--- src/rtl/smbase_lock_pkg.sv ---
package smbase_lock_pkg;
  typedef enum logic [1:0] {
    ROUTE_NORMAL = 2'd0,
    ROUTE_SINK   = 2'd1,
    ROUTE_DRAM   = 2'd2
  } route_e;

  localparam logic [7:0] QUERY_CODE  = 8'hFF;
  localparam logic [7:0] IN_RAM_CODE = 8'h01;
  localparam logic [7:0] LOCK_BIT    = 8'h02;
  localparam logic [7:0] OPEN_MASK   = 8'hFF;
endpackage

--- src/rtl/smbase_lock_fsm.sv ---
module smbase_lock_fsm
  import smbase_lock_pkg::*;
#(
  parameter int unsigned CFG_AW = 8,
  parameter logic [CFG_AW-1:0] REG_ADDR = 8'h9C
) (
  input  logic              clk,
  input  logic              rst,
  input  logic              feature_en,
  input  logic              cfg_wr,
  input  logic [CFG_AW-1:0] cfg_addr,
  input  logic [7:0]        cfg_wdata,
  output logic [7:0]        rdata,
  output logic              locked
);
  logic [7:0] val_q, mask_q;
  logic [7:0] merged;
  logic       wr_hit;

  assign wr_hit = cfg_wr && feature_en && (cfg_addr == REG_ADDR);
  assign merged = (val_q & ~mask_q) | (cfg_wdata & mask_q);

  always_ff @(posedge clk) begin
    if (rst) begin
      val_q  <= 8'h00;
      mask_q <= OPEN_MASK;
    end else if (wr_hit) begin
      if (merged == QUERY_CODE) begin
        val_q  <= IN_RAM_CODE;
        mask_q <= LOCK_BIT;
      end else if (mask_q == OPEN_MASK) begin
        val_q  <= 8'h00;
      end else if ((merged & LOCK_BIT) != 8'h00) begin
        val_q  <= LOCK_BIT;
        mask_q <= mask_q & ~LOCK_BIT;
      end else begin
        val_q  <= merged;
      end
    end
  end

  assign rdata  = val_q;
  assign locked = ((val_q & LOCK_BIT) != 8'h00) && ((mask_q & LOCK_BIT) == 8'h00);


  query_chk: assert property (@(posedge clk) disable iff (rst)
    (feature_en && cfg_wr && cfg_addr == REG_ADDR && cfg_wdata == QUERY_CODE && rdata == 8'h00)
    |=> rdata == IN_RAM_CODE);

  discard_chk: assert property (@(posedge clk) disable iff (rst)
    (cfg_wdata != QUERY_CODE && rdata == 8'h00) |=> rdata == 8'h00);

  locked_hold_chk: assert property (@(posedge clk) disable iff (rst)
    locked |=> locked && rdata == LOCK_BIT);

  disabled_chk: assert property (@(posedge clk) disable iff (rst)
    (!feature_en && rdata == IN_RAM_CODE) |=> rdata == IN_RAM_CODE);

  other_addr_chk: assert property (@(posedge clk) disable iff (rst)
    (cfg_addr != REG_ADDR && rdata == IN_RAM_CODE) |=> rdata == IN_RAM_CODE);
endmodule

--- src/rtl/smbase_window_dec.sv ---
module smbase_window_dec
  import smbase_lock_pkg::*;
#(
  parameter int unsigned MEM_AW = 32,
  parameter int unsigned DATA_W = 32,
  parameter logic [MEM_AW-1:0] REGION_BASE = 'h30000,
  parameter logic [MEM_AW-1:0] REGION_SIZE = 'h20000
) (
  input  logic              clk,
  input  logic              rst,
  input  logic              lock_active,
  input  logic              acc_valid,
  input  logic [MEM_AW-1:0] acc_addr,
  input  logic              acc_smm,
  input  logic              acc_write,
  output logic              dec_valid,
  output logic [1:0]        dec_route,
  output logic [DATA_W-1:0] dec_rdata,
  output logic              dec_wr_drop
);
  localparam logic [MEM_AW:0] WIN_LO = {1'b0, REGION_BASE};
  localparam logic [MEM_AW:0] WIN_HI = {1'b0, REGION_BASE} + {1'b0, REGION_SIZE};

  logic   in_win;
  route_e route_d;

  assign in_win = ({1'b0, acc_addr} >= WIN_LO) && ({1'b0, acc_addr} < WIN_HI);

  always_comb begin
    route_d = ROUTE_NORMAL;
    if (lock_active && in_win)
      route_d = acc_smm ? ROUTE_DRAM : ROUTE_SINK;
  end

  always_ff @(posedge clk) begin
    if (rst) begin
      dec_valid   <= 1'b0;
      dec_route   <= ROUTE_NORMAL;
      dec_rdata   <= '0;
      dec_wr_drop <= 1'b0;
    end else begin
      dec_valid   <= acc_valid;
      dec_route   <= acc_valid ? route_d : ROUTE_NORMAL;
      dec_rdata   <= (acc_valid && route_d == ROUTE_SINK && !acc_write) ? '1 : '0;
      dec_wr_drop <= acc_valid && route_d == ROUTE_SINK && acc_write;
    end
  end


  normal_chk: assert property (@(posedge clk) disable iff (rst)
    (acc_valid && !lock_active) |=> dec_valid && dec_route == ROUTE_NORMAL);

  smm_chk: assert property (@(posedge clk) disable iff (rst)
    (acc_valid && acc_smm) |=> dec_route != ROUTE_SINK && !dec_wr_drop);

  sink_data_chk: assert property (@(posedge clk) disable iff (rst)
    (dec_valid && dec_route == ROUTE_SINK && !dec_wr_drop) |-> dec_rdata == '1);
endmodule

--- src/rtl/smbase_guard.sv ---
module smbase_guard #(
  parameter int unsigned CFG_AW = 8,
  parameter int unsigned MEM_AW = 32,
  parameter int unsigned DATA_W = 32,
  parameter logic [CFG_AW-1:0] REG_ADDR = 8'h9C,
  parameter logic [MEM_AW-1:0] REGION_BASE = 'h30000,
  parameter logic [MEM_AW-1:0] REGION_SIZE = 'h20000
) (
  input  logic              clk,
  input  logic              rst,
  input  logic              feature_en,
  input  logic              cfg_wr,
  input  logic [CFG_AW-1:0] cfg_addr,
  input  logic [7:0]        cfg_wdata,
  output logic [7:0]        reg_rdata,
  input  logic              acc_valid,
  input  logic [MEM_AW-1:0] acc_addr,
  input  logic              acc_smm,
  input  logic              acc_write,
  output logic              dec_valid,
  output logic [1:0]        dec_route,
  output logic [DATA_W-1:0] dec_rdata,
  output logic              dec_wr_drop
);
  logic locked;

  smbase_lock_fsm #(.CFG_AW(CFG_AW), .REG_ADDR(REG_ADDR)) u_fsm (
    .clk(clk), .rst(rst), .feature_en(feature_en),
    .cfg_wr(cfg_wr), .cfg_addr(cfg_addr), .cfg_wdata(cfg_wdata),
    .rdata(reg_rdata), .locked(locked)
  );

  smbase_window_dec #(
    .MEM_AW(MEM_AW), .DATA_W(DATA_W),
    .REGION_BASE(REGION_BASE), .REGION_SIZE(REGION_SIZE)
  ) u_dec (
    .clk(clk), .rst(rst), .lock_active(locked && feature_en),
    .acc_valid(acc_valid), .acc_addr(acc_addr), .acc_smm(acc_smm),
    .acc_write(acc_write), .dec_valid(dec_valid), .dec_route(dec_route),
    .dec_rdata(dec_rdata), .dec_wr_drop(dec_wr_drop)
  );
endmodule

--- config.mk ---
export PLATFORM = sky130hd
export DESIGN_NAME = smbase_guard
export DESIGN_NICKNAME = d
export VERILOG_FILES = /design/src/rtl/smbase_lock_pkg.sv /design/src/rtl/smbase_lock_fsm.sv /design/src/rtl/smbase_window_dec.sv /design/src/rtl/smbase_guard.sv
export SDC_FILE = /design/constraint.sdc
export NUM_CORES = 1
export LEC_CHECK = 0
export BUFFER_PORTS_ARGS = -buffer_cell sky130_fd_sc_hd__buf_2
export CORE_MARGIN = 3
export CORE_UTILIZATION = 35
export DETAILED_ROUTE_END_ITERATION = 16
export PLACE_DENSITY = 0.89
export SLEW_MARGIN = 15
export SYNTH_ARGS = -nofsm -noshare
export SYNTH_HDL_FRONTEND = slang
export SYNTH_SLANG_ARGS = --single-unit
--- constraint.sdc ---
create_clock -name clk -period 2.2 [get_ports clk]
set_input_delay 0.44 -clock clk [delete_from_list [all_inputs] [get_ports clk]]
set_output_delay 0.44 -clock clk [all_outputs]
set_load 0.1 [all_outputs]
==> results of run 1 <==
## metrics by stage
stage | instances | setup slack, ps
floorplan | 112 | 97.2
global placement | 191 | 357
detailed placement | 191 | 337
CTS | 195 | 411
global route | 195 | 342
finish | 195 | 445
## Yosys cell counts, types with 2 or more instances
cell | count | share of area, %
nand2_1 | 3 | 1.1
clkbuf_1 | 2 | 0.76
nor4b_1 | 2 | 1.8
nor2b_1 | 2 | 1.3
nand3b_1 | 2 | 1.5
nand2b_1 | 2 | 1.3
a21oi_1 | 8 | 4.1
dfxtp_1 | 15 | 30
nand3_1 | 8 | 4.1
nor4_1 | 2 | 1.3
buf_4 | 31 | 24
nor2_1 | 3 | 1.1
o21ai_0 | 7 | 3.6
nand4bb_1 | 2 | 2.3
## metal layers
| layer | GRT usage (%) | vias up |
|---|---|---|
| met5 | 0 | - |
| met4 | 4.85 | 0 |
| met3 | 2.40 | 4 |
| met2 | 24.0 | 84 |
| met1 | 14.4 | 436 |
| li1 | - | 483 |
## power breakdown
group          switching (mW)  internal (mW)
combinational          0.0301         0.0313
sequential           0.000197          0.272
clock                  0.0803         0.0703
## how the worst max path moves through the flow
stage,startpoint,endpoint,slack [ps],depth (start not counted)
finish,u_dec.dec_rdata[30]$_SDFF_PP0_,dec_rdata[5],440,1
CTS,u_dec.dec_rdata[30]$_SDFF_PP0_,dec_rdata[5],410,1
floorplan,u_fsm.rdata[1]$_SDFFE_PP0P_,u_dec.dec_rdata[30]$_SDFF_PP0_,100,4
global placement,cfg_wdata[1],u_fsm.rdata[3]$_SDFFE_PP0P_,360,5
detailed placement,cfg_wdata[1],u_fsm.rdata[2]$_SDFFE_PP0P_,340,5
global route,u_dec.dec_rdata[30]$_SDFF_PP0_,dec_rdata[6],340,1
## logic make-up after synthesis
kind of cell | count (synthesis) | share of synthesized area, %
flops | 15 | 30.5
mux | 1 | 1.02
compound gates | 23 | 17.0
buf+inv | 34 | 24.9
simple gates | 39 | 26.7
## final cells by class
| cell class | count | area [sq um] | share of cell area [%] |
|---|---|---|---|
| multi-input combinational | 63 | 440 | 36.0 |
| timing repair buffer | 83 | 418 | 34.2 |
| sequential | 15 | 302 | 24.6 |
| tap | 30 | 37.5 | 3.07 |
| clock buffer | 4 | 26.3 | 2.15 |
## flip-flops by register name, indices dropped and copies added (netlist names)
| register | flops |
|---|---|
| u_dec.dec_valid | 1 |
| u_fsm.rdata | 8 |
| u_dec.dec_wr_drop | 1 |
| u_dec.dec_rdata | 1 |
| u_fsm.mask_q | 2 |
| u_dec.dec_route | 2 |
==> metrics.yaml, run 1 <==
run_status: "complete, no violations"
crit_path_end_kind: "primary output"
min_from: "acc_write"
antenna_found_initial: 0
cts-buffers-inserted: 3
reg2reg_depth: 4
place_area_sq_um: 1200
power_mw: 0.484
synth_edf_count: 0
synth_area_sq_um: 986
core-area_sq_um: 2570
fin_worst_skew_ps: 2.33
power_density_nw_per_um2: 396
r2r_slack_ps: 450
vias: 1007
ir_worst_vdd_uv: 302
final_common_cell: "buf_2"
crit_fanout: 32
ctsHoldBuffers: 0
r2r-start: "u_fsm.mask_q[1]$_SDFFE_PP1P_"
cp_top_family: "flip-flops"
holdPathStages: 2
io-pin-count: 99
yosys_warnings: 0
leakage_nw: 0.638
tns_ps: 0
area_delta_synth_final_pct: 24.1
crit_path_top_delay_cell: "dfxtp_2"
critPathRequiredTime_ps: 1760
dr.pass1.iters: 4
die_h_um: 59.1
cp-start-kind: "flip-flop"
clkSinkCount: 15
initial_utilization_pct: 38.4
synth_cell_types: 37
dieArea_sq_um: 3490
hold_viol: 0
hold_end: "u_dec.dec_rdata[30]$_SDFF_PP0_"
synthArstFlopShare_pct: 0
fmax_mhz: 570
cp.buffers_inverters: 1
cts_setup_buffers: 0
routed_wl_mm: 2.27
synth_fp_nets: 167
first_global_vias: 898
final_nets: 221
synth_ff_type: "dfxtp_1"
dr.max_layer_used: "met4"
maxCapViolCount: 0
routedWlPerCell_um: 11.6
worstPathArrival_ps: 1320
ys_seq_elements: 15
drt-initial-drc-count: 34
track_usage_pct: 12.9
cts_root_buffer: "clkbuf_4"
hp-class: "input port to flip-flop"
final_cell_area_sq_um: 1220
tightest_slew_ps: 479
fillers: 261
num_antenna_cells: 0
rsz0062_at_grt: "no"
timing.final.crit_share_pct: 79.8
fin_util_pct: 47.7
via_per_inst: 5.16
dieWidth_um: 59.1
h-tree-depth: 1
tritoncts: "built"
setup_viol: 0
cts-resized-gates: 0
wl_met2_mm: 1.09
portBuffers: 82
globalRouteOverflowTotal: 0
place_hpwl_mm: 1.90
slew-limit-headroom_pct: 67.8
antenna_left: 0
place.gp.congestion: 0.779
grt_pass1_wl_mm: 3.52
final_cell_mix: "82 x buf_2, 14 x dfxtp_1, 8 x nand3_1, 8 x a21oi_1, 7 x o21ai_0"
drive_gt1_share_pct: 56.4
grt_max_degree: 33
rows: 18
maxSlewViolCount: 0
clock_path_buffers: 2
syn_inst: 112
drc: 0
crit_chain: "buf_2"
holdWs_ps: 316
critPathMaxStageDelay_ps: 540
period_needed_ps: 1760
dr_wl_met3_um: 350
clk_pin_slew_ps: 80
met1_length_um: 798
yosysSeqAreaShare_pct: 30.5
crit_type: "flip-flop to primary output"
avgSynthCellArea_sq_um: 8.80
rr_endpoint: "u_fsm.rdata[6]$_SDFFE_PP0P_"
clkLatencyLatePin_ps: 280
(Power assumes the default switching activity.)
==> run 2, diff against run 1 <==
==> constraint.sdc (replaced) <==
create_clock -name clk -period 1.8 [get_ports clk]
set_input_delay 0.36 -clock clk [delete_from_list [all_inputs] [get_ports clk]]
set_output_delay 0.36 -clock clk [all_outputs]
set_load 0.1 [all_outputs]
==> metrics.yaml, run 2 (same netlist as run 1, synthesis figures left out) <==
run_status: "complete, no violations"
crit_path_start: "u_dec.dec_rdata[30]$_SDFF_PP0_"
crit_type: "flip-flop to primary output"
r2r-start: "u_fsm.mask_q[1]$_SDFFE_PP1P_"
ir_worst_vdd_uv: 365  # +21%
maxSlewViolCount: 0  # unchanged
worst-path-stages: 1  # unchanged
place_hpwl_mm: 1.90  # about the same
cp_top_family: "flip-flops"
track_usage_pct: 12.5  # -0.42 points
critPathRequiredTime_ps: 1440  # -320 ps
final_cell_area_sq_um: 1260  # +3.2%
routed_wl_mm: 2.24  # -1.3%
final_common_cell: "buf_2"
hold_viol: 0  # unchanged
place_area_sq_um: 1240  # +3.2%
place.gp.congestion: 0.749  # -3.9%
tritoncts: "built"
antenna_left: 0  # unchanged
slew-limit-headroom_pct: 67.1  # -0.79 points
portBuffers: 82  # unchanged
grt_max_degree: 33  # unchanged
drc: 0  # unchanged
via_per_inst: 5.03  # -2.6%
clkSinkCount: 15  # unchanged
antenna_found_initial: 0  # unchanged
largest_reg_flops: 8  # unchanged
ctsHoldBuffers: 0  # unchanged
cp-start-kind: "flip-flop"
comb_power_share_pct: 12.9  # +0.2 points
crit_fanout: 32  # unchanged
critPathCapture: "dec_rdata[13]"
leakage_nw: 0.661  # +3.5%
crit_chain: "buf_2"
crit_path_top_delay_cell: "dfxtp_2"
fin_util_pct: 49.2  # +1.5 points
holdWs_ps: 227  # -88.7 ps
area_delta_synth_final_pct: 28.0
fin_worst_skew_ps: 5.07  # +2.74 ps
internal_power_mw: 0.460  # +23%
tns_ps: 0  # unchanged
cts-resized-gates: 0  # unchanged
timing.final.crit_share_pct: 93.6
clock_path_buffers: 2  # unchanged
layout_setup_ws_ps: 116  # -329 ps
routedWlPerCell_um: 11.3  # -3.3%
cts_setup_buffers: 0  # unchanged
dieWidth_um: 59.1  # unchanged
cts-buffers-inserted: 3  # unchanged
h-tree-depth: 1  # unchanged
rr_endpoint: "u_fsm.rdata[6]$_SDFFE_PP0P_"
period_needed_ps: 1680
worstPathArrival_ps: 1320  # about the same
grt_pass1_wl_mm: 3.37  # -4.3%
num_antenna_cells: 0  # unchanged
power_density_nw_per_um2: 478  # +21%
io-pin-count: 99  # unchanged
first_global_vias: 848  # -5.6%
fmax_mhz: 594
netSwitchingFraction_pct: 23.8  # +0.94 points
die_h_um: 59.1  # unchanged
cp.buffers_inverters: 1  # unchanged
r2r_slack_ps: 140  # -310 ps
cts_root_buffer: "clkbuf_4"
switchingPower_mw: 0.143  # +30%
clkLatencyLatePin_ps: 280  # about the same
final_nets: 225  # +1.8%
pre_cts_ws_ps: 23.6  # -314 ps
dr.pass1.iters: 4  # unchanged
globalRouteOverflowTotal: 0  # unchanged
drt-initial-drc-count: 19  # -44%
initial_utilization_pct: 38.4  # unchanged
rsz0062_at_grt: "no"
core-area_sq_um: 2570  # unchanged
critPathMaxStageDelay_ps: 540  # about the same
dieArea_sq_um: 3490  # unchanged
maxCapViolCount: 0  # unchanged
setup_viol: 0  # unchanged
drive_gt1_share_pct: 61.5  # +5.2 points
tightest_slew_ps: 498  # +19.0 ps
hp-class: "input port to flip-flop"
clk_pin_slew_ps: 80  # about the same
final_cell_mix: "82 x buf_2, 8 x nand3_1, 8 x a21oi_1, 8 x dfxtp_2"
crit_path_end_kind: "primary output"
reg2reg_depth: 4  # unchanged
seqPwrFrac_pct: 55.2  # -1.0 points
rows: 18  # unchanged
vias: 1001  # -0.60%
p_clk_share_pct: 31.9  # +0.8 points
-- run 2: cell types whose count changed in the layout (fill, tap and decap cells not counted), sizes merged --
cell  before  now
buf       83   87
-- run 2: cell type report --
type,instances,area (sq um)
Clock buffer,4,26.3
Fill cell,253,1310
Multi-Input combinational cell,63,440
Sequential cell,15,310
Tap cell,30,37.5
Timing Repair Buffer,87,448
-- run 2: worst min path at each step --
stage | startpoint | endpoint | slack, ps | cells after the start
global placement | u_fsm.rdata[7]$_SDFFE_PP0P_ | u_fsm.rdata[7]$_SDFFE_PP0P_ | 470 | 2
floorplan | acc_write | u_dec.dec_rdata[30]$_SDFF_PP0_ | 420 | 1
global route | acc_write | u_dec.dec_rdata[30]$_SDFF_PP0_ | 220 | 2
detailed placement | u_fsm.rdata[4]$_SDFFE_PP0P_ | u_fsm.rdata[4]$_SDFFE_PP0P_ | 480 | 2
finish | acc_write | u_dec.dec_rdata[30]$_SDFF_PP0_ | 230 | 2
CTS | acc_write | u_dec.dec_rdata[30]$_SDFF_PP0_ | 220 | 2
-- run 2: power by group through the flow --
stage | Sequential, mW | Combinational [mW] | Clock (mW)
2_1_floorplan | 0.350 | 0.0178 | 0
3_3_place_gp | 0.341 | 0.0765 | 0
3_5_place_dp | 0.341 | 0.0785 | 0
4_1_cts | 0.333 | 0.0786 | 0.202
5_1_grt | 0.333 | 0.0861 | 0.218
6_report | 0.333 | 0.0780 | 0.192
-- run 2: layer usage --
metal / vias to the layer above / routed length (um) / track usage (%)
li1: 489 / - / -
met1: 425 / 841 / 14.1
met2: 83 / 991 / 20.5
met3: 4 / 362 / 2.83
met4: 0 / 42 / 9.06
met5: - / 0 / 0
-- run 2: through the flow --
stage / power [mW] / std cells
floorplan: 0.367 / 112
global placement: 0.417 / 195
detailed placement: 0.419 / 195
CTS: 0.614 / 199
global route: 0.637 / 199
finish: 0.603 / 199
==> run 3, diff against run 2 <==
--- a/config.mk
+++ b/config.mk
@@ -10,6 +10,7 @@
 export CORE_UTILIZATION = 35
 export DETAILED_ROUTE_END_ITERATION = 16
 export PLACE_DENSITY = 0.89
+export REMOVE_ABC_BUFFERS = 1
 export SLEW_MARGIN = 15
 export SYNTH_ARGS = -nofsm -noshare
 export SYNTH_HDL_FRONTEND = slang
==> metrics.yaml, run 3 (same netlist as run 1, synthesis figures left out) <==
grt_max_degree: 33  # unchanged
hold_viol: 0  # unchanged
final_common_cell: "buf_2"
power_mw: 0.616  # +2.2%
crit_fanout: 6  # -81%
h-tree-depth: 1  # unchanged
crit_chain: "or3b_4 -> a2111oi_4 -> nand3_1 -> a21oi_2"
critPathRequiredTime_ps: 2030  # +590 ps
antenna_found_initial: 0  # unchanged
cts_setup_buffers: 0  # unchanged
drive_gt1_share_pct: 58.0  # -3.6 points
cts-buffers-inserted: 3  # unchanged
period_needed_ps: 1760  # +76.7 ps
clk_pin_slew_ps: 90  # about the same
largest_reg_flops: 8  # unchanged
run_status: "complete, no violations"
fillers: 168  # -34%
crit_type: "flip-flop to flip-flop"
via_per_inst: 5.45  # +8.4%
dr.pass1.iters: 4  # unchanged
tritoncts: "built"
clock_path_buffers: 2  # unchanged
drc: 0  # unchanged
drt-initial-drc-count: 30  # +11
fmax_mhz: 568  # -4.4%
tightest_slew_ps: 494  # -3.75 ps
core-area_sq_um: 2570  # unchanged
timing.final.crit_share_pct: 97.8  # +4.3 points
fin_util_pct: 68.6  # +19 points
rsz0062_at_grt: "yes"
grt_pass1_wl_mm: 6.07  # +80%
leakage_nw: 0.746  # +13%
setup_viol: 0  # unchanged
antenna_left: 0  # unchanged
die_h_um: 59.1  # unchanged
dieWidth_um: 59.1  # unchanged
final_nets: 225  # unchanged
final_cell_mix: "50 x buf_2, 33 x buf_12, 14 x dfxtp_1"
fin_worst_skew_ps: 1.84  # -3.23 ps
clkLatencyLatePin_ps: 290  # about the same
clkSinkCount: 15  # unchanged
track_usage_pct: 23.6  # +11 points
crit_path_end_kind: "flip-flop"
rows: 18  # unchanged
io-pin-count: 99  # unchanged
routedWlPerCell_um: 20.3  # +80%
place_hpwl_mm: 3.30  # +74%
worstPathArrival_ps: 1990  # +670 ps
first_global_vias: 1262  # +49%
portBuffers: 82  # unchanged
slew-limit-headroom_pct: 66.8  # -0.23 points
maxCapViolCount: 0  # unchanged
critPathMaxStageDelay_ps: 510  # -30 ps
dieArea_sq_um: 3490  # unchanged
power_density_nw_per_um2: 350  # -27%
hp-class: "input port to flip-flop"
cts_root_buffer: "clkbuf_4"
vias: 1085  # +8.4%
place.gp.congestion: 0.781  # +4.3%
area_delta_synth_final_pct: 78.7
routed_wl_mm: 4.03  # +80%
initial_utilization_pct: 38.4  # unchanged
cp-start-kind: "flip-flop"
maxSlewViolCount: 0  # unchanged
globalRouteOverflowTotal: 0  # unchanged
ir_worst_vdd_uv: 415  # +13%
crit_path_top_delay_cell: "a2111oi_4"
ctsHoldBuffers: 0  # unchanged
num_antenna_cells: 0  # unchanged
[run 3: cell counts in the layout (fill, tap and decap cells not counted)]
No cell type changed its count.
[run 3: final cells by class]
| cell class | count | area (sq um) | share of cell area (%) |
|---|---|---|---|
| clock buffer | 4 | 26.3 | 1.49 |
| multi-input combinational | 63 | 453 | 25.7 |
| sequential | 15 | 304 | 17.3 |
| tap | 30 | 37.5 | 2.13 |
| timing repair buffer | 87 | 941 | 53.4 |
[run 3: path summary, 6_finish.rpt]
check	startpoint	endpoint	slack, ps	cells after the start
worst max register to register	u_fsm.mask_q[1]$_SDFFE_PP1P_	u_fsm.rdata[2]$_SDFFE_PP0P_	40	4
worst min register to register	u_fsm.rdata[3]$_SDFFE_PP0P_	u_fsm.rdata[3]$_SDFFE_PP0P_	490	2
worst max-delay path	u_fsm.mask_q[1]$_SDFFE_PP1P_	u_fsm.rdata[2]$_SDFFE_PP0P_	40	4
worst min-delay path	acc_write	u_dec.dec_rdata[30]$_SDFF_PP0_	260	2
[run 3: stage by stage]
| stage | instances | hold slack, ps | setup TNS [ps] | setup slack [ps] | cell area, sq um |
|---|---|---|---|---|---|
| final | 199 | 263 | 0 | 39.0 | 1760 |
| after global routing | 199 | 256 | -7.41 | -7.41 | 1760 |
| after CTS | 199 | 263 | 0 | 46.5 | 1750 |
| after detailed placement | 195 | 483 | -99.2 | -55.9 | 1720 |
| after global placement | 195 | 475 | 0 | 55.3 | 1720 |
| after floorplan | 78 | 429 | -623430 | -19440 | 741 |
[run 3: worst max-delay path: cells and delay by family (launching register included)]
| kind | cells | cell delay, ps |
|---|---|---|
| AND/OR/NAND/NOR | 2 | 630 |
| flip-flops | 1 | 380 |
| AO/OA/AOI/OAI | 2 | 680 |
[run 3: where the power goes]
part           internal [mW]  total, mW  switching [mW]
clock                 0.0863      0.200           0.113
sequential             0.331      0.331        0.000204
combinational         0.0412     0.0852          0.0440
[run 3: repair_timing]
action,in CTS,in global routing
setup endpoints to repair,1,4
pin swaps,1,5
endpoints found under the hold margin,0,0
resized for setup,0,4
[run 3: metal layers]
layer	share of wire [%]	up-vias	routed length [um]	track usage, %
li1	-	492	-	-
met1	32	500	1270	23.2
met2	53	76	2150	41.0
met3	10	17	413	10.9
met4	4.9	0	197	12.6
met5	0	-	0	0
